`config.mk`:
```
export PLATFORM = sky130hd
export DESIGN_NAME = cmd_stream_parser
export DESIGN_NICKNAME = d
export VERILOG_FILES = /design/src/rtl/cmdp_pkg.sv /design/src/rtl/cmdp_lowbit.sv /design/src/rtl/cmdp_hdr_decode.sv /design/src/rtl/cmd_stream_parser.sv
export SDC_FILE = /design/constraint.sdc
export NUM_CORES = 1
export LEC_CHECK = 0
export ABC_AREA = 1
export BUFFER_PORTS_ARGS = -buffer_cell sky130_fd_sc_hd__buf_2
export CAP_MARGIN = 10
export CORE_MARGIN = 2
export CORE_UTILIZATION = 50
export CTS_CLUSTER_SIZE = 8
export DETAILED_ROUTE_END_ITERATION = 16
export PLACE_DENSITY = 0.83
export SYNTH_ARGS = -nofsm -noshare
export SYNTH_HDL_FRONTEND = slang
export SYNTH_SLANG_ARGS = --single-unit
```
`constraint.sdc`:
```
create_clock -name clk -period 15 [get_ports clk]
set_input_delay 3 -clock clk [delete_from_list [all_inputs] [get_ports clk]]
set_output_delay 3 -clock clk [all_outputs]
set_load 0.02 [all_outputs]
```
`src/rtl/cmdp_pkg.sv`:
```
package cmdp_pkg;
    localparam int WORD_W    = 32;
    localparam int CNT_W     = 16;
    localparam int REGOFF_W  = 12;
    localparam int WOFF_W    = 22;
    localparam int CLASS_W   = 10;
    localparam int GCNT_W    = 14;
    localparam int IDX_W     = 8;
    localparam int GADDR_W   = 2 * WORD_W;

    typedef enum logic [3:0] {
        OP_SETCLASS  = 4'h0,
        OP_INCR      = 4'h1,
        OP_NONINCR   = 4'h2,
        OP_MASK      = 4'h3,
        OP_IMM       = 4'h4,
        OP_RESTART   = 4'h5,
        OP_GATHER    = 4'h6,
        OP_SETSTRMID = 4'h7,
        OP_SETAPPID  = 4'h8,
        OP_SETPYLD   = 4'h9,
        OP_INCR_W    = 4'hA,
        OP_NONINCR_W = 4'hB,
        OP_GATHER_W  = 4'hC,
        OP_RESTART_W = 4'hD,
        OP_EXTEND    = 4'hE,
        OP_RSVD      = 4'hF
    } opcode_e;

    typedef enum logic [1:0] {
        ST_HEADER = 2'd0,
        ST_WRITE  = 2'd1,
        ST_GATHER = 2'd2
    } state_e;

    typedef enum logic [1:0] {
        WM_INCR  = 2'd0,
        WM_FIXED = 2'd1,
        WM_MASK  = 2'd2
    } wmode_e;

    function automatic logic [CNT_W-1:0] bit_total(input logic [CNT_W-1:0] v);
        logic [CNT_W-1:0] n;
        n = '0;
        for (int i = 0; i < CNT_W; i++) begin
            n = n + CNT_W'(v[i]);
        end
        return n;
    endfunction
endpackage

```
`src/rtl/cmdp_lowbit.sv`:
```
module cmdp_lowbit #(
    parameter int WIDTH = 16,
    localparam int IW = $clog2(WIDTH)
) (
    input  logic [WIDTH-1:0] vec,
    output logic [IW-1:0]    idx
);
    always_comb begin
        idx = '0;
        for (int i = WIDTH - 1; i >= 0; i--) begin
            if (vec[i]) begin
                idx = IW'(i);
            end
        end
    end
endmodule

```
`src/rtl/cmdp_hdr_decode.sv`:
```
module cmdp_hdr_decode
    import cmdp_pkg::*;
(
    input  logic [WORD_W-1:0] word,
    input  logic              pyld_known,
    input  logic [CNT_W-1:0]  pyld_val,
    output opcode_e           op,
    output logic [CNT_W-1:0]  follow,
    output wmode_e            wmode,
    output logic [WOFF_W-1:0] base,
    output logic [CNT_W-1:0]  wmask
);
    logic [WOFF_W-1:0] narrow_off;
    assign narrow_off = WOFF_W'(word[27:16]);

    always_comb begin
        op     = opcode_e'(word[31:28]);
        follow = '0;
        wmode  = WM_INCR;
        base   = narrow_off;
        wmask  = '0;
        case (op)
            OP_SETCLASS: begin
                wmask  = CNT_W'(word[5:0]);
                follow = bit_total(CNT_W'(word[5:0]));
                wmode  = WM_MASK;
            end
            OP_INCR: begin
                follow = word[15:0];
            end
            OP_NONINCR: begin
                follow = word[15:0];
                wmode  = WM_FIXED;
            end
            OP_MASK: begin
                wmask  = word[15:0];
                follow = bit_total(word[15:0]);
                wmode  = WM_MASK;
            end
            OP_GATHER:   follow = CNT_W'(1);
            OP_GATHER_W: follow = CNT_W'(2);
            OP_INCR_W, OP_NONINCR_W: begin
                base   = word[21:0];
                follow = pyld_known ? pyld_val : '0;
                wmode  = (op == OP_INCR_W) ? WM_INCR : WM_FIXED;
            end
            default: follow = '0;
        endcase
    end
endmodule

```
`src/rtl/cmd_stream_parser.sv`:
```
module cmd_stream_parser
    import cmdp_pkg::*;
(
    input  logic                 clk,
    input  logic                 rst_n,
    input  logic                 in_valid,
    output logic                 in_ready,
    input  logic [WORD_W-1:0]    in_word,
    output logic                 wr_valid,
    output logic [CLASS_W-1:0]   wr_class,
    output logic [WOFF_W-1:0]    wr_offset,
    output logic [WORD_W-1:0]    wr_data,
    output logic                 gather_valid,
    output logic                 gather_wide,
    output logic [REGOFF_W-1:0]  gather_offset,
    output logic                 gather_insert,
    output logic                 gather_type,
    output logic [GCNT_W-1:0]    gather_count,
    output logic [GADDR_W-1:0]   gather_addr,
    output logic                 lock_valid,
    output logic                 lock_acquire,
    output logic [IDX_W-1:0]     lock_index,
    output logic                 restart_valid,
    output logic [WORD_W-1:0]    restart_addr,
    output logic                 strmid_valid,
    output logic [WOFF_W-1:0]    strmid_value,
    output logic                 appid_valid,
    output logic [IDX_W-1:0]     appid_value,
    output logic                 unknown_op,
    output logic                 unknown_ext,
    output logic                 payload_invalid
);
    localparam int MIW = $clog2(CNT_W);

    state_e               state_q, state_d;
    logic [CNT_W-1:0]     rem_q;
    wmode_e               mode_q;
    logic [WOFF_W-1:0]    base_q, cur_q;
    logic [CNT_W-1:0]     mask_q;
    logic [CLASS_W-1:0]   class_q;
    logic                 pk_q;
    logic [CNT_W-1:0]     pv_q;
    logic                 gw_q;
    logic [REGOFF_W-1:0]  goff_q;
    logic                 gins_q, gtyp_q;
    logic [GCNT_W-1:0]    gcnt_q;
    logic [WORD_W-1:0]    glo_q;

    opcode_e              dec_op;
    logic [CNT_W-1:0]     dec_follow;
    wmode_e               dec_mode;
    logic [WOFF_W-1:0]    dec_base;
    logic [CNT_W-1:0]     dec_mask;
    logic [MIW-1:0]       low_idx;
    logic [WOFF_W-1:0]    wr_off_d;
    logic                 accept;
    logic                 last_word;

    assign in_ready  = 1'b1;
    assign accept    = in_valid;
    assign last_word = (rem_q == CNT_W'(1));

    cmdp_hdr_decode u_dec (
        .word       (in_word),
        .pyld_known (pk_q),
        .pyld_val   (pv_q),
        .op         (dec_op),
        .follow     (dec_follow),
        .wmode      (dec_mode),
        .base       (dec_base),
        .wmask      (dec_mask)
    );

    cmdp_lowbit #(.WIDTH(CNT_W)) u_low (
        .vec (mask_q),
        .idx (low_idx)
    );

    always_comb begin
        wr_off_d = (mode_q == WM_MASK) ? base_q + WOFF_W'(low_idx) : cur_q;
    end

    // next-state logic
    always_comb begin
        state_d = state_q;
        unique case (state_q)
            ST_HEADER: begin
                if (accept && dec_follow != '0) begin
                    state_d = (dec_op == OP_GATHER || dec_op == OP_GATHER_W)
                              ? ST_GATHER : ST_WRITE;
                end
            end
            ST_WRITE, ST_GATHER: begin
                if (accept && last_word) state_d = ST_HEADER;
            end
            default: state_d = ST_HEADER;
        endcase
    end

    // state register
    always_ff @(posedge clk) begin
        if (!rst_n) state_q <= ST_HEADER;
        else        state_q <= state_d;
    end

    // datapath and registered outputs
    always_ff @(posedge clk) begin
        if (!rst_n) begin
            rem_q <= '0;  mode_q <= WM_INCR;  base_q <= '0;  cur_q <= '0;
            mask_q <= '0; class_q <= '0; pk_q <= 1'b0; pv_q <= '0;
            gw_q <= 1'b0; goff_q <= '0; gins_q <= 1'b0; gtyp_q <= 1'b0;
            gcnt_q <= '0; glo_q <= '0;
            wr_valid <= 1'b0; wr_class <= '0; wr_offset <= '0; wr_data <= '0;
            gather_valid <= 1'b0; gather_wide <= 1'b0; gather_offset <= '0;
            gather_insert <= 1'b0; gather_type <= 1'b0; gather_count <= '0;
            gather_addr <= '0;
            lock_valid <= 1'b0; lock_acquire <= 1'b0; lock_index <= '0;
            restart_valid <= 1'b0; restart_addr <= '0;
            strmid_valid <= 1'b0; strmid_value <= '0;
            appid_valid <= 1'b0; appid_value <= '0;
            unknown_op <= 1'b0; unknown_ext <= 1'b0; payload_invalid <= 1'b0;
        end else begin
            wr_valid <= 1'b0; gather_valid <= 1'b0; lock_valid <= 1'b0;
            restart_valid <= 1'b0; strmid_valid <= 1'b0; appid_valid <= 1'b0;
            unknown_op <= 1'b0; unknown_ext <= 1'b0; payload_invalid <= 1'b0;
            if (accept) begin
                unique case (state_q)
                    ST_HEADER: begin
                        rem_q  <= dec_follow;
                        mode_q <= dec_mode;
                        base_q <= dec_base;
                        cur_q  <= dec_base;
                        mask_q <= dec_mask;
                        case (dec_op)
                            OP_SETCLASS: class_q <= in_word[15:6];
                            OP_IMM: begin
                                wr_valid  <= 1'b1;
                                wr_class  <= class_q;
                                wr_offset <= dec_base;
                                wr_data   <= WORD_W'(in_word[15:0]);
                            end
                            OP_RESTART: begin
                                restart_valid <= 1'b1;
                                restart_addr  <= {in_word[27:0], 4'b0000};
                            end
                            OP_GATHER: begin
                                gw_q   <= 1'b0;
                                goff_q <= in_word[27:16];
                                gins_q <= in_word[15];
                                gtyp_q <= in_word[14];
                                gcnt_q <= in_word[13:0];
                            end
                            OP_GATHER_W: begin
                                gw_q   <= 1'b1;
                                goff_q <= '0;
                                gins_q <= 1'b0;
                                gtyp_q <= 1'b0;
                                gcnt_q <= in_word[13:0];
                            end
                            OP_SETSTRMID: begin
                                strmid_valid <= 1'b1;
                                strmid_value <= in_word[21:0];
                            end
                            OP_SETAPPID: begin
                                appid_valid <= 1'b1;
                                appid_value <= in_word[7:0];
                            end
                            OP_SETPYLD: begin
                                pk_q <= 1'b1;
                                pv_q <= in_word[15:0];
                            end
                            OP_INCR_W, OP_NONINCR_W: begin
                                if (!pk_q) payload_invalid <= 1'b1;
                            end
                            OP_EXTEND: begin
                                if (in_word[27:25] == 3'b000) begin
                                    lock_valid   <= 1'b1;
                                    lock_acquire <= ~in_word[24];
                                    lock_index   <= in_word[7:0];
                                end else begin
                                    unknown_ext <= 1'b1;
                                end
                            end
                            OP_RESTART_W, OP_RSVD: unknown_op <= 1'b1;
                            default: ;
                        endcase
                    end
                    ST_WRITE: begin
                        wr_valid  <= 1'b1;
                        wr_class  <= class_q;
                        wr_offset <= wr_off_d;
                        wr_data   <= in_word;
                        rem_q     <= rem_q - CNT_W'(1);
                        if (mode_q == WM_INCR) cur_q <= cur_q + WOFF_W'(1);
                        if (mode_q == WM_MASK) mask_q <= mask_q & (mask_q - CNT_W'(1));
                    end
                    ST_GATHER: begin
                        rem_q <= rem_q - CNT_W'(1);
                        if (gw_q && rem_q == CNT_W'(2)) begin
                            glo_q <= in_word;
                        end else begin
                            gather_valid  <= 1'b1;
                            gather_wide   <= gw_q;
                            gather_offset <= goff_q;
                            gather_insert <= gins_q;
                            gather_type   <= gtyp_q;
                            gather_count  <= gcnt_q;
                            gather_addr   <= gw_q ? {in_word, glo_q}
                                                  : {{WORD_W{1'b0}}, in_word};
                        end
                    end
                    default: ;
                endcase
            end
        end
    end
endmodule

```
==> impl_summary.txt <==
----------------------------------------------------
[STA]
  Worst-case clock skew ... 0.0246 ns
  Max-slew violation count ... 0
  Tmin final ... 7.00 ns
  Maximum clock rate ... 143 MHz
  Worst Hold Margin ... 0.447 ns
  Ratio of final minimum period to clock period ... 46.6%
  Worst rel slew slack ... 20.4%
  Setup WS post-layout ... 8.00 ns
  Setup repair after global routing missed its margin ... false
  Hold Fails Final Rpt ... 0
  Total setup violations reported at the end of the flow ... 0
  Slew at the pin closest to its max-slew limit ... 1.19 ns
  Setup total negative slack ... 0 ns

[Global route]
  Pin count of the biggest net entering global routing ... 162
  Vias in the first global route ... 16.3k
  Global-route wire length before repair ... 92200 um
  GR Overflow Total ... 0
  Total routing resource utilization after global routing ... 32.4%
  Antenna violations before repair ... 3

[Logic synthesis]
  Post-synthesis compound-gate area fraction ... 23.3%
  Asr flop ratio synth ... 0%
  Syn Area/Cell ... 7.43 um2
  EDFF count, synth ... 0
  Sequential area share after synthesis ... 45.6%
  Area fraction in and, or, nand and nor cells after synthesis ... 18.6%
  Cell count after synthesis ... 2368
  Fraction of synthesized area in multiplexers ... 0%
  Adder-cell share of the synthesized area ... 2.46%
  Warnings from Yosys ... 0
  Share of the synthesized netlist area taken by xor and xnor gates ... 0.896%
  Number of unique standard cell types used by synthesis ... 51
  Register bit total from synthesis ... 401
  Flip-flop cell with the highest count after synthesis ... sky130_fd_sc_hd__dfxtp_1
  Mapped Area ... 0.0176 mm2
  Largest family of logic cells by synthesized area ... compound AO/OA/AOI/OAI gates

[Detailed routing]
  Post-route antenna net violation count ... 0
  Number of vias per cell ... 5.89
  Initial DRT Pass Iterations ... 6
  Residual DRC count ... 0
  Mean routed wirelength per cell ... 20.5 um
  DRC violation total after the first TritonRoute iteration ... 1943
  Overall routed net length ... 61200 um
  Detailed-route via count ... 17.6k

[CTS]
  Number of buffers inserted by hold repair at cts ... 0
  Longest Clk Path Bufs ... 3
  Number of setup buffers added after CTS ... 0
  Num Clock Sinks ... 401
  Number of gates resized after cts ... 0
  Clock transition time at the flip-flop clock pins of the worst setup and hold paths ... 0.05 ns
  Htree depth ... 2
  CTS Root Buffer Type ... sky130_fd_sc_hd__clkbuf_16
  Worst skew pair latency ... 0.60 ns
  TritonCTS clock tree ... done
  Number of buffers created by CTS ... 56

[Power and ir drop]
  Share of power burned in combinational logic ... 26.5%
  Seq pwr share ... 38.7%
  Internal Pwr Total ... 0.00211 W
  Leakage Power ... 8.69 nW
  Switching power of the nets ... 0.00117 W
  Clock network power share ... 34.8%
  Power per Cell Area ... 161 mW/mm2
  Sw frac ... 35.7%
  Maximum ir drop on the vdd rail ... 109 uV

[Floorplanning]
  Top-Level Pins ... 273
  Width of the die ... 192 um
  Placement Rows ... 68
  DIE AREA ... 0.0367 mm2
  Height of the chip ... 192 um
  Core Region ... 0.0346 mm2
  Initial cell density of the core ... 50.8%

[Cells and area]
  Share of final-layout standard cells stronger than drive strength 1 ... 15.3%
  Fin cells ... 2986
  Area Overhead vs Synth ... 15.6%
  Final-stage net count ... 2588

[Worst hold path]
  Worst Min Path Start ... glo_q[19]
  Worst hold path cell count ... 2
  Terminating pin of the worst hold path ... glo_q[19]
  Path type of the worst min-delay path ... register to register

[Setup path]
  Max FO, Critical Path ... 8
  Critical R2R Capture ... wr_offset[6]
  Setup Crit Path Kind ... input port to register
  Crit path required time ... 15.53 ns
  Arrival time of the worst setup path ... 7.53 ns
  Cell count of the worst reg-to-reg path ... 10
  Critical R2R Launch ... state_q[1]
  Startpoint types ... input port
  Worst-case register-to-register setup slack ... 10.43 ns
  Sort of element at the end of the critical path ... register

[Place]
  Half-perimeter wire length after detailed placement ... 40300 um
  Minimum setup slack after placement ... 7.42 ns
  Placed cells ... 2922
  Weighted congestion reported at the end of routability-driven placement ... 0.975
  Quantity of I/O buffers inserted on ports ... 267

[Run]
  Number of max-cap violations ... 0

[Status]
  Outcome ... completed

----------------------------------------------------
## layout by cell type, fill, tap and decap left out, types with 3 or more instances in the layout
master and instances:
sky130_fd_sc_hd__nand3_1 143, sky130_fd_sc_hd__nor2_4 4, sky130_fd_sc_hd__inv_2 7, sky130_fd_sc_hd__buf_2 266
sky130_fd_sc_hd__conb_1 5, sky130_fd_sc_hd__nor2_1 171, sky130_fd_sc_hd__a21oi_1 417, sky130_fd_sc_hd__nand2_1 335
sky130_fd_sc_hd__a211oi_1 4, sky130_fd_sc_hd__nand2_2 6, sky130_fd_sc_hd__clkinv_1 4, sky130_fd_sc_hd__nor4_1 3
sky130_fd_sc_hd__nor3_1 14, sky130_fd_sc_hd__nand3_2 4, sky130_fd_sc_hd__xor2_1 16, sky130_fd_sc_hd__o211ai_1 11
sky130_fd_sc_hd__nand4_1 30, sky130_fd_sc_hd__fa_1 11, sky130_fd_sc_hd__a41oi_1 4, sky130_fd_sc_hd__nand3b_1 17
sky130_fd_sc_hd__nor3_2 3, sky130_fd_sc_hd__a221oi_1 7, sky130_fd_sc_hd__clkbuf_16 56, sky130_fd_sc_hd__buf_4 15
sky130_fd_sc_hd__o21ai_0 301, sky130_fd_sc_hd__nor2_2 10, sky130_fd_sc_hd__o21bai_1 4, sky130_fd_sc_hd__a31oi_1 18
sky130_fd_sc_hd__ha_1 17, sky130_fd_sc_hd__o21ai_1 3, sky130_fd_sc_hd__dfxtp_1 400, sky130_fd_sc_hd__inv_1 191
## logic make-up after synthesis
| group | count (synthesis) |
|---|---|
| simple gates | 744 |
| xor+xnor | 18 |
| flops | 401 |
| fa+ha+maj | 28 |
| compound gates | 786 |
| buf+inv | 389 |
| other cells | 2 |
## flip-flops by register name, summed over array words and instances (netlist names), 10 cells and up
name           cells
gcnt_q            14
wr_offset         22
class_q           10
mask_q            16
cur_q             22
gather_count      14
gather_offset     12
strmid_value      22
base_q            22
pv_q              16
rem_q             16
gather_addr       64
restart_addr      28
glo_q             32
wr_class          10
wr_data           32
goff_q            12
## worst max path at each step
stage	startpoint	to	slack [ns]	cells after the start
after floorplan	in_word[2]	state_q[0]	7.93	19
after global placement	in_word[4]	state_q[0]	7.51	19
after detailed placement	in_word[4]	state_q[0]	7.42	19
after CTS	in_word[4]	state_q[0]	8.02	19
after global routing	in_word[4]	state_q[0]	7.78	20
final	in_word[4]	state_q[1]	8.00	20
## Yosys cell counts, types with 18 or more instances
library cell               number  area (um2)
sky130_fd_sc_hd__buf_2         38         190
sky130_fd_sc_hd__dfxtp_1      401        8030
sky130_fd_sc_hd__nand2_1      335        1260
sky130_fd_sc_hd__nand3_1      144         721
sky130_fd_sc_hd__nand4_1       30         188
sky130_fd_sc_hd__clkbuf_1     116         435
sky130_fd_sc_hd__a31oi_1       18         113
sky130_fd_sc_hd__a21oi_1      417        2090
sky130_fd_sc_hd__inv_1        192         721
sky130_fd_sc_hd__o21ai_0      301        1510
sky130_fd_sc_hd__nor2_1       171         642
sky130_fd_sc_hd__buf_4         19         143
## power by group through the flow
stage | clock network, W | registers [W] | logic, W
finish | 0.00114 | 0.00127 | 0.000870
global route | 0.00119 | 0.00128 | 0.000962
CTS | 0.00114 | 0.00126 | 0.000858
detailed placement | 0 | 0.00128 | 0.000852
global placement | 0 | 0.00128 | 0.000831
floorplan | 0 | 0.00132 | 0.000565
## final cells by class
type                            instances  area (um2)
Antenna cell                            1        2.50
Clock buffer                           59        1420
Clock inverter                          4        98.8
Fill cell                            3061       14300
Inverter                              203         764
Multi-Input combinational cell       1581        8000
Sequential cell                       401        8030
Tap cell                              455         569
Timing Repair Buffer                  282        1460
## per-layer routing
layer / wire length (um) / global-route usage (%)
met3: 5860 / 7.02
met4: 4160 / 20.3
met2: 27500 / 51.0
met5: 13 / 0
met1: 23700 / 40.6
## critical path: stages
cell and delay, ns:
sky130_fd_sc_hd__buf_2 0.21, sky130_fd_sc_hd__clkinv_1 0.28, sky130_fd_sc_hd__fa_1 0.61, sky130_fd_sc_hd__fa_1 0.46, sky130_fd_sc_hd__fa_1 0.56, sky130_fd_sc_hd__fa_1 0.43, sky130_fd_sc_hd__fa_1 0.42, sky130_fd_sc_hd__fa_1 0.49
sky130_fd_sc_hd__inv_1 0.04, sky130_fd_sc_hd__nand3_1 0.07, sky130_fd_sc_hd__nand3_1 0.09, sky130_fd_sc_hd__nor2_1 0.19, sky130_fd_sc_hd__nand2_1 0.07, sky130_fd_sc_hd__nor2_1 0.10, sky130_fd_sc_hd__nand3_1 0.10, sky130_fd_sc_hd__nand2_1 0.09
sky130_fd_sc_hd__nand2_2 0.07, sky130_fd_sc_hd__nand3_1 0.09, sky130_fd_sc_hd__nand2_1 0.05, sky130_fd_sc_hd__nor2_1 0.11
## per-stage QoR
step / utilization [%] / area (um2) / total power (W)
after floorplan: - / 17600 / 0.00189
after global placement: 54.3 / 18800 / 0.00211
after detailed placement: 54.3 / 18800 / 0.00213
after CTS: 58.7 / 20300 / 0.00327
after global routing: 58.7 / 20300 / 0.00343
final: 58.7 / 20300 / 0.00328
Power figures use the tool's default switching activity.
